### src/rtl/xmem_pkg.sv
package xmem_pkg;

  localparam int NSPACE = 3;  // request bit order: [0]=X, [1]=Y, [2]=program

  typedef enum logic [1:0] {
    SP_NONE = 2'd0,
    SP_X    = 2'd1,
    SP_Y    = 2'd2,
    SP_P    = 2'd3
  } space_e;

  typedef enum logic {
    PH_SETUP  = 1'b0,
    PH_STROBE = 1'b1
  } phase_e;

  // fixed priority: X before Y before program
  function automatic space_e pick_next(input logic [NSPACE-1:0] pend);
    if (pend[0])      return SP_X;
    else if (pend[1]) return SP_Y;
    else if (pend[2]) return SP_P;
    else              return SP_NONE;
  endfunction

  function automatic logic [NSPACE-1:0] space_bit(input space_e s);
    case (s)
      SP_X:    return 3'b001;
      SP_Y:    return 3'b010;
      SP_P:    return 3'b100;
      default: return 3'b000;
    endcase
  endfunction

endpackage

### src/rtl/xmem_req_store.sv
module xmem_req_store
  import xmem_pkg::*;
#(
  parameter int AW        = 16,
  parameter int DW        = 24,
  parameter int VEC_WORDS = 128
) (
  input  logic                      clk,
  input  logic                      rst_n,
  input  logic                      accept,
  input  logic [NSPACE-1:0]         req,
  input  logic [NSPACE-1:0]         we_in,
  input  logic [NSPACE-1:0][AW-1:0] addr_in,
  input  logic [NSPACE-1:0][DW-1:0] wdata_in,
  input  logic                      dev_mode,
  input  space_e                    cur,
  output logic [AW-1:0]             cur_addr,
  output logic                      cur_we,
  output logic [DW-1:0]             cur_wdata,
  output logic                      cur_vec
);

  localparam logic [AW-1:0] VEC_LIM = AW'(VEC_WORDS);

  logic [NSPACE-1:0][AW-1:0] addr_q;
  logic [NSPACE-1:0][DW-1:0] wdata_q;
  logic [NSPACE-1:0]         we_q;
  logic                      vec_q;
  logic                      vec_d;

  for (genvar i = 0; i < NSPACE; i++) begin : g_slot
    logic en;
    assign en = accept & req[i];
    always_ff @(posedge clk or negedge rst_n) begin
      if (!rst_n) begin
        addr_q[i]  <= '0;
        wdata_q[i] <= '0;
        we_q[i]    <= 1'b0;
      end else if (en) begin
        addr_q[i]  <= addr_in[i];
        wdata_q[i] <= wdata_in[i];
        we_q[i]    <= we_in[i];
      end
    end
  end

  assign vec_d = dev_mode & (addr_in[2] < VEC_LIM);

  always_ff @(posedge clk or negedge rst_n) begin
    if (!rst_n)                 vec_q <= 1'b0;
    else if (accept && req[2])  vec_q <= vec_d;
  end

  always_comb begin
    cur_addr  = '0;
    cur_we    = 1'b0;
    cur_wdata = '0;
    cur_vec   = 1'b0;
    case (cur)
      SP_X: begin cur_addr = addr_q[0]; cur_we = we_q[0]; cur_wdata = wdata_q[0]; end
      SP_Y: begin cur_addr = addr_q[1]; cur_we = we_q[1]; cur_wdata = wdata_q[1]; end
      SP_P: begin cur_addr = addr_q[2]; cur_vec = vec_q; end
      default: ;
    endcase
  end

endmodule

### src/rtl/xmem_slot_seq.sv
module xmem_slot_seq
  import xmem_pkg::*;
#(
  parameter int WSW = 4
) (
  input  logic              clk,
  input  logic              rst_n,
  input  logic              accept,
  input  logic [NSPACE-1:0] req,
  input  logic [WSW-1:0]    ws_x,
  input  logic [WSW-1:0]    ws_y,
  input  logic [WSW-1:0]    ws_p,
  output logic              busy,
  output phase_e            phase,
  output space_e            cur,
  output logic              slot_done
);

  logic [NSPACE-1:0] pend_q, pend_d, pend_left;
  space_e            cur_q, cur_d;
  phase_e            phase_q, phase_d;
  logic              busy_q, busy_d;
  logic [WSW-1:0]    wcnt_q, wcnt_d;
  logic [WSW-1:0]    ws_sel;
  logic              adv;

  always_comb begin
    case (cur_q)
      SP_X:    ws_sel = ws_x;
      SP_Y:    ws_sel = ws_y;
      SP_P:    ws_sel = ws_p;
      default: ws_sel = '0;
    endcase
  end

  assign pend_left = pend_q & ~space_bit(cur_q);

  // next-state process
  always_comb begin
    pend_d    = pend_q;
    cur_d     = cur_q;
    phase_d   = phase_q;
    busy_d    = busy_q;
    wcnt_d    = wcnt_q;
    slot_done = 1'b0;
    if (!busy_q) begin
      if (accept && (|req)) begin
        pend_d  = req;
        cur_d   = pick_next(req);
        phase_d = PH_SETUP;
        busy_d  = 1'b1;
      end
    end else if (phase_q == PH_SETUP) begin
      phase_d = PH_STROBE;
      wcnt_d  = ws_sel;
    end else if (wcnt_q != '0) begin
      wcnt_d = wcnt_q - 1'b1;
    end else begin
      slot_done = 1'b1;
      pend_d    = pend_left;
      if (|pend_left) begin
        cur_d   = pick_next(pend_left);
        phase_d = PH_SETUP;
      end else begin
        busy_d  = 1'b0;
      end
    end
  end

  assign adv = busy_q | accept;

  // register process
  always_ff @(posedge clk or negedge rst_n) begin
    if (!rst_n) begin
      pend_q  <= '0;
      cur_q   <= SP_NONE;
      phase_q <= PH_SETUP;
      busy_q  <= 1'b0;
      wcnt_q  <= '0;
    end else if (adv) begin
      pend_q  <= pend_d;
      cur_q   <= cur_d;
      phase_q <= phase_d;
      busy_q  <= busy_d;
      wcnt_q  <= wcnt_d;
    end
  end

  assign busy  = busy_q;
  assign phase = phase_q;
  assign cur   = cur_q;

  // within a set the served space only moves toward lower priority
  assert_order_R2: assert property (@(posedge clk) disable iff (!rst_n)
    (busy_q && $past(busy_q) && (cur_q != $past(cur_q))) |-> (cur_q > $past(cur_q)));

  // while wait states remain, the same strobe continues
  assert_wait_hold_R6: assert property (@(posedge clk) disable iff (!rst_n)
    (busy_q && phase_q == PH_STROBE && wcnt_q != '0) |=> (busy_q && phase_q == PH_STROBE && $stable(cur_q)));

  // a setup cycle always leads into a strobe
  assert_setup_then_strobe_R5: assert property (@(posedge clk) disable iff (!rst_n)
    (busy_q && phase_q == PH_SETUP) |=> (busy_q && phase_q == PH_STROBE));

endmodule

### src/rtl/xmem_rdata_cap.sv
module xmem_rdata_cap
  import xmem_pkg::*;
#(
  parameter int DW = 24
) (
  input  logic                      clk,
  input  logic                      rst_n,
  input  logic                      slot_done,
  input  logic                      cur_we,
  input  space_e                    cur,
  input  logic [DW-1:0]             din,
  output logic [NSPACE-1:0][DW-1:0] rdata
);

  for (genvar i = 0; i < NSPACE; i++) begin : g_cap
    logic en;
    assign en = slot_done & ~cur_we & (cur == space_e'(2'(i + 1)));
    always_ff @(posedge clk or negedge rst_n) begin
      if (!rst_n)  rdata[i] <= '0;
      else if (en) rdata[i] <= din;
    end
  end

endmodule

### src/rtl/xmem_access_seq.sv
module xmem_access_seq
  import xmem_pkg::*;
#(
  parameter int AW        = 16,
  parameter int DW        = 24,
  parameter int WSW       = 4,
  parameter int VEC_WORDS = 128
) (
  input  logic           clk,
  input  logic           rst_n,
  input  logic           req_load,
  input  logic           x_req,
  input  logic           x_we,
  input  logic [AW-1:0]  x_addr,
  input  logic [DW-1:0]  x_wdata,
  input  logic           y_req,
  input  logic           y_we,
  input  logic [AW-1:0]  y_addr,
  input  logic [DW-1:0]  y_wdata,
  input  logic           p_req,
  input  logic [AW-1:0]  p_addr,
  input  logic           dev_mode,
  input  logic [WSW-1:0] ws_x,
  input  logic [WSW-1:0] ws_y,
  input  logic [WSW-1:0] ws_p,
  input  logic [DW-1:0]  ext_din,
  output logic           stall,
  output logic [AW-1:0]  ext_addr,
  output logic [DW-1:0]  ext_dout,
  output logic           ext_doe,
  output logic           rd_n,
  output logic           wr_n,
  output logic           ps_n,
  output logic           ds_n,
  output logic           xy_sel,
  output logic [DW-1:0]  x_rdata,
  output logic [DW-1:0]  y_rdata,
  output logic [DW-1:0]  p_rdata
);

  // reset: asserted asynchronously, released on a clock edge
  logic [1:0] rst_pipe;
  logic       rst_n_s;

  always_ff @(posedge clk or negedge rst_n) begin
    if (!rst_n) rst_pipe <= 2'b00;
    else        rst_pipe <= {rst_pipe[0], 1'b1};
  end
  assign rst_n_s = rst_pipe[1];

  logic                      busy, slot_done, accept;
  phase_e                    phase;
  space_e                    cur;
  logic [AW-1:0]             cur_addr;
  logic                      cur_we, cur_vec;
  logic [DW-1:0]             cur_wdata;
  logic [NSPACE-1:0][DW-1:0] rdata;
  logic                      strobe_on;

  assign accept = req_load & ~busy;

  xmem_slot_seq #(.WSW(WSW)) u_seq (
    .clk       (clk),
    .rst_n     (rst_n_s),
    .accept    (accept),
    .req       ({p_req, y_req, x_req}),
    .ws_x      (ws_x),
    .ws_y      (ws_y),
    .ws_p      (ws_p),
    .busy      (busy),
    .phase     (phase),
    .cur       (cur),
    .slot_done (slot_done)
  );

  xmem_req_store #(.AW(AW), .DW(DW), .VEC_WORDS(VEC_WORDS)) u_store (
    .clk       (clk),
    .rst_n     (rst_n_s),
    .accept    (accept),
    .req       ({p_req, y_req, x_req}),
    .we_in     ({1'b0, y_we, x_we}),
    .addr_in   ({p_addr, y_addr, x_addr}),
    .wdata_in  ({DW'(0), y_wdata, x_wdata}),
    .dev_mode  (dev_mode),
    .cur       (cur),
    .cur_addr  (cur_addr),
    .cur_we    (cur_we),
    .cur_wdata (cur_wdata),
    .cur_vec   (cur_vec)
  );

  xmem_rdata_cap #(.DW(DW)) u_cap (
    .clk       (clk),
    .rst_n     (rst_n_s),
    .slot_done (slot_done),
    .cur_we    (cur_we),
    .cur       (cur),
    .din       (ext_din),
    .rdata     (rdata)
  );

  assign strobe_on = busy & (phase == PH_STROBE);
  assign stall     = busy;
  assign ext_addr  = cur_addr;
  assign ext_dout  = cur_wdata;
  assign ext_doe   = strobe_on & cur_we;
  assign rd_n      = ~(strobe_on & ~cur_we);
  assign wr_n      = ~(strobe_on & cur_we);
  assign ps_n      = (cur != SP_P);
  assign ds_n      = ~((cur == SP_X) | (cur == SP_Y));
  assign xy_sel    = (cur == SP_Y) ? 1'b0 : ((cur == SP_P) ? ~cur_vec : 1'b1);
  assign x_rdata   = rdata[0];
  assign y_rdata   = rdata[1];
  assign p_rdata   = rdata[2];

  // strobes mutually exclusive
  assert_strobe_excl_R5: assert property (@(posedge clk) disable iff (!rst_n_s)
    !(!rd_n && !wr_n));

  // a strobe starts only after a cycle with both strobes inactive
  assert_strobe_guard_R5: assert property (@(posedge clk) disable iff (!rst_n_s)
    ($fell(rd_n) || $fell(wr_n)) |-> $past(rd_n && wr_n));

  // space selects never active together
  assert_sel_onehot_R3: assert property (@(posedge clk) disable iff (!rst_n_s)
    $onehot0({~ps_n, ~ds_n}));

  // bus address and selects frozen while idle
  assert_idle_hold_R7: assert property (@(posedge clk) disable iff (!rst_n_s)
    (!stall && $past(!stall)) |-> ($stable(ext_addr) && $stable({ps_n, ds_n, xy_sel})));

endmodule

### config.mk
export PLATFORM = sky130hd
export DESIGN_NAME = xmem_access_seq
export DESIGN_NICKNAME = d
export VERILOG_FILES = /design/src/rtl/xmem_pkg.sv /design/src/rtl/xmem_req_store.sv /design/src/rtl/xmem_slot_seq.sv /design/src/rtl/xmem_rdata_cap.sv /design/src/rtl/xmem_access_seq.sv
export SDC_FILE = /design/constraint.sdc
export NUM_CORES = 1
export LEC_CHECK = 0
export BUFFER_PORTS_ARGS = -buffer_cell sky130_fd_sc_hd__buf_4
export CELL_PAD_IN_SITES_DETAIL_PLACEMENT = 0
export CELL_PAD_IN_SITES_GLOBAL_PLACEMENT = 1
export CORE_MARGIN = 5
export CORE_UTILIZATION = 44
export CTS_CLUSTER_SIZE = 24
export DETAILED_ROUTE_END_ITERATION = 8
export PLACE_DENSITY_LB_ADDON = 0.1
export SLEW_MARGIN = 20
export SYNTH_ARGS = -nofsm -noshare
export SYNTH_HDL_FRONTEND = slang
export SYNTH_SLANG_ARGS = --single-unit
### constraint.sdc
create_clock -name clk -period 8.5 [get_ports clk]
set_input_delay 1.7 -clock clk [delete_from_list [all_inputs] [get_ports clk]]
set_output_delay 1.7 -clock clk [all_outputs]
set_load 0.01 [all_outputs]
## Yosys cells after proc, flatten, opt, wreduce, memory -nomap -nowiden

Cells that the tools add are included.

| word-level totals | value |
|---|---|
| bits in registers | 184 |
| input port bits | 141 |
| output and inout bits | 119 |
| logic and storage cells | 97 |

| operators by class | value |
|---|---|
| add/subtract/negate cells | 1 |
| $lt $le $gt $ge | 1 |
| eq/ne operators | 8 |
| multiplexer cells | 38 |
| bitwise logic cells | 22 |
| reduce and logical (&&, ||, !) cells | 10 |

Operator list:

| operator | count |
|---|---|
| 16-bit one-hot mux with 3 select lines | 1 |
| 24-bit one-hot mux with 2 select lines | 1 |
| 2-bit 2-to-1 mux | 11 |
| 16-bit by 8-bit less-than comparator with 1-bit output, second input constant | 1 |
| 1-bit 2-to-1 mux | 16 |
| 1-bit bitwise AND | 12 |
| 3-bit 2-to-1 mux | 4 |
| 4-bit one-hot mux with 3 select lines | 1 |
| 3-bit one-hot mux with 3 select lines | 1 |
| 4-bit 2-to-1 mux | 2 |
| 2-bit inequality test, second input constant | 4 |
| 1-bit NOT | 6 |
| 3-bit OR reduction | 2 |
| 5-bit AND reduction | 1 |
| 2-bit equality test, second input constant | 2 |
| 4-bit AND reduction | 1 |
| 4-bit nonzero test | 1 |
| 4-bit by 1-bit subtractor with 4-bit output, second input constant | 1 |
| 3-bit bitwise AND | 1 |
| 3-bit NOT | 1 |
| 3-bit AND reduction | 1 |
| 2-bit by 1-bit equality test with 1-bit output, second input constant | 1 |
| 1-bit logical AND | 2 |
| 2-bit by 1-bit inequality test with 1-bit output, second input constant | 1 |
| 4 further kinds | 5 |

## Longest topological paths before layout

Gate-level depths: netlist of run 1.

| depth | value |
|---|---|
| depth after elaboration | 11 |
| gate-level depth with buffers | 8 |
| mapped depth without buffers | 6 |

## By module

From an unflattened synthesis of run 1, not the netlist that was laid out.

| unflattened totals | value |
|---|---|
| cells, all modules | 572 |
| area total of the unflattened synthesis | 8,229.1 µm² |

Modules (own cells, without submodules):

| module | times used | cells an instance | area each (µm²) | seq. area each (µm²) |
|---|---|---|---|---|
| xmem_req_store | 1 | 319 | 4,375.4 | 2,477.4 |
| xmem_rdata_cap | 1 | 155 | 2,920.3 | 1,801.7 |
| xmem_slot_seq | 1 | 85 | 813.3 | 275.3 |
| xmem_access_seq | 1 | 13 | 120.1 | 50.0 |

## Least setup slack after synthesis of run 1

No wires, ideal clock.

| timing path | value |
|---|---|
| path type | reg-to-output |
| start | register u_seq.cur_q[0] (netlist: u_seq.cur[0]) |
| end | output port ext_dout[13] |
| arrival time | 1.657 ns |
| required time | 6.800 ns |
| setup slack | 5.143 ns |
| stages on the path, launching flop included | 7 |
| path buffers | 2 |
| cells stage by stage | dfrtp_1 -> inv_1 -> ha_1 -> clkbuf_1 -> clkbuf_1 -> a22oi_1 -> nor2_1 |

| between the ends | value |
|---|---|
| word-level cells in the longest chain between the ends | 2 |
| elaborated cells between the ends (all ways) | 3 |
| classes of those cells | eq/ne (2); mux (1) |

RTL lines:

| item | line | source |
|---|---|---|
| start, declared | xmem_slot_seq.sv:20 | `space_e cur_q, cur_d;` |
| start signal, assigned | xmem_slot_seq.sv:82 | `cur_q <= cur_d;` |
| 2-bit equality test or 2-bit by 1-bit equality test with 1-bit output (tied branches) | xmem_req_store.sv:59 | `case (cur)` |
| 24-bit one-hot mux with 2 select lines (*) | xmem_req_store.sv:59 |  |
| end, declared | xmem_access_seq.sv:29 | `output logic [DW-1:0] ext_dout,` |

Every way passes the cells marked *; elsewhere a longest branch is shown, timed or not.

## Worst setup path in the final report of run 1

| timing path | value |
|---|---|
| start | register u_seq.cur_q[0] (netlist: u_seq.cur[0]) |
| end | output port ext_doe |

| between the ends | value |
|---|---|
| word-level cells in the longest chain between the ends | 3 |
| elaborated cells between the ends (all ways) | 4 |
| classes of those cells | eq/ne (2); mux (1); bitwise (1) |

RTL lines:

| item | line | source |
|---|---|---|
| 2-bit equality test or 2-bit by 1-bit equality test with 1-bit output (tied branches) | xmem_req_store.sv:59 |  |
| 1-bit one-hot mux with 2 select lines (*) | xmem_req_store.sv:59 |  |
| 1-bit bitwise AND (*) | xmem_access_seq.sv:106 | `assign ext_doe = strobe_on & cur_we;` |
| end, declared | xmem_access_seq.sv:30 | `output logic ext_doe,` |

Marks and branches as above.

==> results of run 1 <==
## stage by stage
stage | std cells | total power (W)
detailed placement | 1013 | 0.00339
global route | 1045 | 0.00439
CTS | 1045 | 0.00417
finish | 1045 | 0.00413
floorplan | 555 | 0.00260
global placement | 1013 | 0.00334
## worst max-delay path by stage
stage	end	slack (ns)	from	cells after the start
floorplan	u_cap.rdata[0]	2.99	rst_pipe[1]	0
global placement	ext_doe	4.51	u_seq.cur[0]	6
detailed placement	ext_doe	4.44	u_seq.cur[0]	6
CTS	ext_doe	3.99	u_seq.cur[1]	6
global route	ext_doe	3.78	u_seq.cur[1]	6
finish	ext_doe	4.03	u_seq.cur[0]	6
## flip-flops by register name, indices dropped and copies added (netlist names)
signal / flops
rst_pipe: 2
u_cap.rdata: 72
u_seq.busy: 1
u_seq.cur: 2
u_seq.pend_q: 3
u_seq.phase: 1
u_seq.wcnt_q: 4
u_store.addr_q: 48
u_store.vec_q: 1
u_store.wdata_q: 48
u_store.we_q: 2
## layout by cell type (no fill, tap or decap), drive strengths merged, types with 2 or more instances in the layout
master,instances
buf,262
nand3,3
nor4,2
nor3,3
a21oi,4
clkbuf,21
nor2b,8
a211oi,2
a22oi,25
a222oi,20
a31oi,2
inv,13
nor2,43
nand2,12
nand2b,2
ha,9
mux2,171
dfrtp,184
o211a,2
clkinv,5
o21ai,10
## power by group through the flow
stage               sequential, W  combinational, W  clock [W]
finish                    0.00156           0.00180   0.000768
global route              0.00162           0.00195   0.000823
CTS                       0.00156           0.00183   0.000786
detailed placement        0.00156           0.00182          0
global placement          0.00155           0.00179          0
floorplan                 0.00159           0.00101          0
## layout make-up
class	count	area (µm²)	area share
Multi-Input combinational cell	329	3220	0.301
Clock buffer	21	460	0.0431
Clock inverter	11	114	0.0107
Timing Repair Buffer	262	1970	0.184
Tap cell	229	287	0.0268
Sequential cell	184	4610	0.431
Inverter	9	33.8	0.00316
## metal layers
metal / vias up / share of wire / GRT usage
met5: - / 0 / 0
met4: 0 / 0.013 / 0.0518
met3: 19 / 0.090 / 0.0854
met2: 176 / 0.51 / 0.343
met1: 2832 / 0.38 / 0.238
li1: 2506 / - / -
## worst register-to-register path: cells and delay by family, from the launching register on
kind | cells | cell delay [ns]
AOI/OAI and AO/OA | 2 | 0.67
muxes | 1 | 0.41
DFF | 1 | 0.45
adders and majority gates | 1 | 0.85
buffers and inverters | 1 | 0.14
and+or+nand+nor | 1 | 0.40
## kinds of logic (layout without fill, tap and decap cells)
logic type	Yosys count	count (layout)
AO/OA/AOI/OAI	69	69
XOR/XNOR	1	1
adder cells (fa/ha/maj)	9	9
buffers and inverters	42	303
flip-flops	184	184
multiplexers	172	172
other	1	1
AND/OR/NAND/NOR	77	77
==> impl_metrics.toml, run 1 <==
[yosys]
synth_fa_ha_area_frac = 0.0140
synth-seq-area-share = 0.573
syn_inst = 555
synth_nets = 705
yosys-mux-area-fraction = 0.269
synthesis.area_per_instance_um2 = 14.5
synthDistinctLibCells = 36
synth-compound-area-share = 0.0682
synth_top_cell_by_area = "dfrtp_1"
synth.cells.most_frequent = "dfrtp_1, mux2_2, mux2_4"
post_synth_xor_area_fraction = 0.00109
post_synth_main_area_contributors = "dfrtp_1, mux2_2, mux2_4, a222oi_1, a22oi_1"
most_used_flip_flop_cell_after_synthesis = "dfrtp_1"
synth_top_area_share = 0.573
synth.ff_latch_count = 184
yosys_warnings = 0
synth_edf_count = 0
async_flop_share = 1.00
yosysMostFrequentCell = "dfrtp_1"
post_synth_and_or_nand_nor_area_fraction = 0.0459
total_standard_cell_area_after_synthesis_um2 = 8040
synth_top_family_by_area = "multiplexers"

[clocking]
cts_hold_buffers_added = 0
clock-sinks = 184
tritoncts_clock_tree = "done"
cts.repair_timing.setup_buffer_count = 0
numCtsBuffers = 17
clockRootBuffer = "clkbuf_16"
htree_num_levels = 4
clock_path_buffers = 2
worst_setup_hold_path_clk_slew_ns = 0.07
skew_pair_late_insertion_delay_ns = 0.43
cts_repair_resize_count = 0

[grt]
initial_antenna_violation_count = 0
pin_count_of_the_biggest_net_entering_global_routing = 73
grt_pass1_wl_um = 34200
grt.total_usage = 0.202
grt_pass1_vias = 6163
gr-total-overflow = 0

[sta]
min_period_ns = 4.47
report.final.setup_viol = 0
worst_slew_pin_slew_ns = 1.04
rsz_0062_raised_after_global_routing = "no"
finalHoldWorstSlack_ns = 0.357
setup-tns-final_ns = 0
final_min_period_over_clock_period = 0.526
fin_skew_ns = 0.0160
setup_slack_ns = 4.03
timing.final.hold_violations = 0
final_max_slew_viol_count = 0
max_freq_mhz = 223
slew_limit_headroom = 0.308

[drt]
initialDrtViolationCount = 292
via_count = 5533
antenna_violation_net_count_after_detailed_routing = 0
drcViolationCount = 0
final_wirelength_um = 21400
number_of_detailed_routing_iterations_run_before_antenna_repair = 5
routed_wirelength_normalized_by_instance_count_um = 20.5
vias_cell = 5.29

[placed_design]
final_replace_weighted_congestion = 0.760
dp_hpwl_um = 15100
post_dp_cell_area_um2 = 10100
place_ws_ns = 4.44
io_buffers = 259

[setup_path]
crit_buf_inv = 3
worstPathCellList = "inv_1 > ha_1 > a22oi_1 > or3_1 > inv_1 > buf_4"
endpoint_kind = "output port"
start_kind = "register"
critical_path.reg2reg.endpoint = "u_cap.rdata[48]"
timing.setup.critical_path_class = "reg -> out"
required_ns = 6.80
crit_path_top_delay_cell = "ha_1"
critical-path-top-cell-by-count = "inv_1"
rrSetupSlack_ns = 5.47
crit-reg2reg-launch = "u_seq.cur[0]"
crit_path_max_incr_delay_ns = 0.85
critPathMaxFanout = 27
critPathTopFamily = "adder cells"
worst-endpoint-arrival_ns = 2.77
worst_reg_to_reg_cells = 6

[finish]
post_route_cells_drive_above_1_share = 0.580
area.growth.synth_to_final_pct = 33.0
count_of_nets_after_finishing = 953
fill_cell_instance_count_of_the_final_layout = 1470
postLayoutCoreUtil = 0.595
insertedDiodeCount = 0
final_cell_area_um2 = 10700

[pwr]
proportion_of_power_drawn_by_flip_flops_and_latches = 0.379
switching_power_w = 0.00140
p_leak_nw = 5.34
power.combinational.fraction = 0.435
share_clk_of_total_power = 0.186
max_vdd_drop_v = 0.000210
internal-power_w = 0.00273
cellPowerDensity_nw_per_um2 = 386
power.switching_fraction = 0.339

[die]
core_footprint_um2 = 18000
fp.dieH_um = 145
die_span_in_x_um = 145
die_area_um2 = 21100
initial_core_util = 0.447
io_count = 260
rows = 49

[run]
drv_cap = 0

[hold_path]
min_to = "rst_pipe[1]"
holdCritStartpoint = "rst_pipe[0]"
worstHoldPathType = "reg -> reg"
whs_path_depth = 0

[status]
outcome = "finished, final reports clean"
(Power assumes the default switching activity.)
==> run 2: changes to the inputs <==
Settings changed: CORE_UTILIZATION 44 to 41.
Clock period 8.5 ns to 4.5 ns, I/O delays scaled along.
==> run 2 against run 1 <==
Effect of this change: non-clock buffer count up 1; combinational power increased by 90%; clock power rose by 90%; clock skew is 0.0038 ns lower; global-route usage down 1.4 points; sequential power increased by 88%; die area rose by 6.8%; first-iteration DRC count fell by 23%; total power grew 89%; critical path type unchanged.
==> impl_metrics.toml, run 2 (synthesized netlist as in run 1, its figures left out) <==
[drt]
antenna_violation_net_count_after_detailed_routing = 0
number_of_detailed_routing_iterations_run_before_antenna_repair = 5
routed_wirelength_normalized_by_instance_count_um = 19.4
initialDrtViolationCount = 225
via_count = 5478
drcViolationCount = 0
final_wirelength_um = 21000
vias_cell = 5.06

[setup_path]
worst-endpoint-arrival_ns = 2.41
endpoint_kind = "output port"
critPathMaxFanout = 23
start_kind = "register"
timing.setup.critical_path_class = "reg -> out"
required_ns = 3.60
worst_reg_to_reg_cells = 4

[sta]
final_min_period_over_clock_period = 0.736
slew_limit_headroom = 0.301
min_period_ns = 3.31
rsz_0062_raised_after_global_routing = "no"
max_freq_mhz = 302
timing.final.hold_violations = 0
worst_slew_pin_slew_ns = 1.05
setup-tns-final_ns = 0
report.final.setup_viol = 0
fin_skew_ns = 0.0122
final_max_slew_viol_count = 0

[grt]
grt_pass1_wl_um = 33000
grt_pass1_vias = 6151
grt.total_usage = 0.188
gr-total-overflow = 0
pin_count_of_the_biggest_net_entering_global_routing = 126
initial_antenna_violation_count = 0

[clocking]
clock-sinks = 184
cts_repair_resize_count = 0
skew_pair_late_insertion_delay_ns = 0.42
htree_num_levels = 4
cts.repair_timing.setup_buffer_count = 0
numCtsBuffers = 17
clockRootBuffer = "clkbuf_16"
worst_setup_hold_path_clk_slew_ns = 0.07
clock_path_buffers = 2
cts_hold_buffers_added = 0
tritoncts_clock_tree = "done"

[finish]
reg_top3 = "u_cap.rdata: 72 flops, u_store.addr_q: 48 flops, u_store.wdata_q: 48 flops"
post_route_cells_drive_above_1_share = 0.580
post_layout_nonfiller_instances = 1082
regMostFlops = "u_cap.rdata"
area.growth.synth_to_final_pct = 33.9
postLayoutCoreUtil = 0.555
fill_cell_instance_count_of_the_final_layout = 1703
insertedDiodeCount = 0
area_of_the_multi_input_gates_um2 = 3220
mostFrequentLayoutCells = "buf_4, dfrtp_1, mux2_2"
largest_reg_flops = 72
mostFrequentLayoutCell = "buf_4"
register_area_um2 = 4610
count_of_nets_after_finishing = 954

[pwr]
proportion_of_power_drawn_by_flip_flops_and_latches = 0.376
power.switching_fraction = 0.340
power.combinational.fraction = 0.437
max_vdd_drop_v = 0.000322
cellPowerDensity_nw_per_um2 = 727
p_leak_nw = 5.36
share_clk_of_total_power = 0.187
internal-power_w = 0.00516
switching_power_w = 0.00266

[die]
initial_core_util = 0.414
core_footprint_um2 = 19400
die_span_in_x_um = 150
die_area_um2 = 22500
io_count = 260
fp.dieH_um = 150
rows = 51

[placed_design]
place_inst = 1050
final_replace_weighted_congestion = 0.796
io_buffers = 259
dp_hpwl_um = 14700

[status]
outcome = "finished, final reports clean"

[hold_path]
worstHoldPathType = "in -> async"

[run]
drv_cap = 0
-- run 2: critical path, stage by stage, from the launching register on --
cell and delay [ns]:
dfrtp_1 0.44, inv_1 0.14, ha_1 0.86, a222oi_1 0.22, nor2_1 0.19, buf_4 0.14
-- run 2: layout make-up --
type / count / share of cell area
sequential: 184 / 0.428
multi-input combinational: 329 / 0.299
timing repair buffer: 263 / 0.185
clock buffer: 19 / 0.0412
tap: 265 / 0.0308
clock inverter: 13 / 0.0128
inverter: 9 / 0.00314
-- run 2: metal layers --
layer	GRT usage	part of all wire	vias to the layer above
met2	0.322	0.51	182
li1	-	-	2515
met4	0.0494	0.011	0
met5	0	0	-
met3	0.0539	0.079	14
met1	0.233	0.40	2767
-- run 2: worst paths after layout --
check,slack [ns],endpoint,start
max,1.19,ext_addr[0],u_seq.cur[0]
min,0.25,rst_pipe[1],rst_n
max reg2reg,1.92,u_cap.rdata[32],u_seq.cur[0]
min reg2reg,0.36,rst_pipe[1],rst_pipe[0]
max in group asynchronous,2.93,u_store.addr_q[45],rst_pipe[1]
min in group clk,0.36,rst_pipe[1],rst_pipe[0]
-- run 2: per-stage QoR --
step / cell area [µm²] / total power [W] / hold slack (ns) / worst slack (ns)
6_report: 10800 / 0.00782 / 0.248 / 1.19
5_1_grt: 10800 / 0.00834 / 0.223 / 0.976
4_1_cts: 10800 / 0.00792 / 0.222 / 1.11
3_5_place_dp: 10200 / 0.00643 / 0.336 / 1.56
3_3_place_gp: 10200 / 0.00633 / 0.337 / 1.76
2_1_floorplan: 8040 / 0.00490 / 0.331 / 1.46
-- run 2: power groups by stage --
stage | logic (W) | registers (W) | clock network (W)
CTS | 0.00348 | 0.00294 | 0.00150
global placement | 0.00340 | 0.00293 | 0
floorplan | 0.00190 | 0.00300 | 0
detailed placement | 0.00347 | 0.00296 | 0
finish | 0.00342 | 0.00294 | 0.00146
global route | 0.00372 | 0.00304 | 0.00157
==> run 3: changes to the inputs <==
Settings changed: CORE_UTILIZATION 41 to 37.
Clock period 4.5 ns to 2.8 ns, I/O delays scaled along.
==> run 3 against run 2 <==
Effect of this change: critical path depth is 1 higher; total power is 63% higher; clock skew is 0.0025 ns higher; worst hold slack better by 0.086 ns; critical path type unchanged; sequential share of layout area is 0.64 points lower; register-to-register slack worse by 1.4 ns; utilization is 4.9 points lower; largest power group unchanged; global-route usage is 0.70 points lower; clock power is 64% higher.
==> impl_metrics.toml, run 3 (synthesized netlist as in run 1, its figures left out) <==
[status]
outcome = "finished, final reports clean"

[die]
core_footprint_um2 = 21600
die_span_in_x_um = 157
rows = 54
die_area_um2 = 24800
initial_core_util = 0.372
fp.dieH_um = 157
io_count = 260

[finish]
insertedDiodeCount = 0
mostFrequentLayoutCells = "buf_4, dfrtp_1, mux2_2"
count_of_nets_after_finishing = 966
post_route_cells_drive_above_1_share = 0.586
regMostFlops = "u_cap.rdata"
largest_reg_flops = 72
mostFrequentLayoutCell = "buf_4"
reg_top3 = "u_cap.rdata: 72 flops, u_store.addr_q: 48 flops, u_store.wdata_q: 48 flops"
postLayoutCoreUtil = 0.505
area.growth.synth_to_final_pct = 35.9

[drt]
routed_wirelength_normalized_by_instance_count_um = 20.0
initialDrtViolationCount = 281
drcViolationCount = 0
number_of_detailed_routing_iterations_run_before_antenna_repair = 5
vias_cell = 5.00
antenna_violation_net_count_after_detailed_routing = 0
via_count = 5550
final_wirelength_um = 22200

[setup_path]
start_kind = "register"
worst-endpoint-arrival_ns = 2.07
required_ns = 2.24
critPathMaxFanout = 6
endpoint_kind = "output port"
timing.setup.critical_path_class = "reg -> out"
rrSetupSlack_ns = 0.54

[clocking]
numCtsBuffers = 17
tritoncts_clock_tree = "done"
worst_setup_hold_path_clk_slew_ns = 0.07
htree_num_levels = 4
clock-sinks = 184
clock_path_buffers = 2
skew_pair_late_insertion_delay_ns = 0.43
clockRootBuffer = "clkbuf_16"
cts.repair_timing.setup_buffer_count = 0

[placed_design]
io_buffers = 259
dp_hpwl_um = 15900
final_replace_weighted_congestion = 0.783

[sta]
final_min_period_over_clock_period = 0.939
worst_slew_pin_slew_ns = 0.637
min_period_ns = 2.63
timing.final.hold_violations = 0
max_freq_mhz = 380
report.final.setup_viol = 0
slew_limit_headroom = 0.574
final_max_slew_viol_count = 0
fin_skew_ns = 0.0147
setup-tns-final_ns = 0

[pwr]
cellPowerDensity_nw_per_um2 = 1170
p_leak_nw = 5.42
max_vdd_drop_v = 0.000574

[run]
drv_cap = 0

[grt]
grt_pass1_vias = 6278
grt_pass1_wl_um = 34600
gr-total-overflow = 0
initial_antenna_violation_count = 1
pin_count_of_the_biggest_net_entering_global_routing = 78
grt.total_usage = 0.181

[hold_path]
worstHoldPathType = "reg -> async"
run 3: cell type report:
class                           count  area [µm²]
Clock buffer                       18         429
Inverter                            9        33.8
Fill cell                        1979       10700
Sequential cell                   184        4610
Multi-Input combinational cell    329        3220
Tap cell                          280         350
Clock inverter                     14         151
Timing Repair Buffer              275        2130
run 3: worst paths after layout:
path,startpoint,to,depth (start not counted)
max in group asynchronous,rst_pipe[1],u_store.wdata_q[15],1
worst max register to register,u_seq.cur[0],u_cap.rdata[13],6
worst max-delay path,u_seq.cur[0],ext_doe,6
min in group clk,rst_pipe[0],rst_pipe[1],0
worst min register to register,rst_pipe[1],u_store.addr_q[18],0
worst min-delay path,rst_pipe[1],u_store.addr_q[18],0
run 3: what timing repair did:
item,4_1_cts,5_1_grt
resized for setup,0,2
setup endpoints to repair,0,6
hold endpoints to repair,2,0
hold buffers,1,0
run 3: stage by stage:
stage / total power, W / cell area [µm²] / hold WS [ns] / instances / worst slack, ns
6_report: 0.0128 / 10900 / 0.334 / 1109 / 0.170
3_3_place_gp: 0.0104 / 10300 / 0.339 / 1076 / 0.459
3_5_place_dp: 0.0105 / 10300 / 0.338 / 1076 / 0.386
2_1_floorplan: 0.00788 / 8040 / 0.264 / 555 / 0.583
5_1_grt: 0.0136 / 10900 / 0.345 / 1109 / -0.00799
4_1_cts: 0.0129 / 10900 / 0.343 / 1109 / 0.0208
run 3: critical path: stages (launching register included):
cell and delay, ns:
dfrtp_1 0.49, inv_1 0.12, ha_1 0.32, clkinv_1 0.10
or3_1 0.43, inv_1 0.07, buf_4 0.11
run 3: power by group:
part / switching [W] / internal, W
Clock: 0.00111 / 0.00127
Sequential: 0.000794 / 0.00394
Combinational: 0.00247 / 0.00317
Total: 0.00438 / 0.00839
run 3: metal layers:
| layer | track usage | vias to the layer above | share of wire |
|---|---|---|---|
| met5 | 0 | - | 0.00058 |
| met3 | 0.0671 | 28 | 0.084 |
| met2 | 0.301 | 172 | 0.50 |
| met1 | 0.221 | 2807 | 0.40 |
| li1 | - | 2541 | - |
| met4 | 0.0533 | 2 | 0.020 |
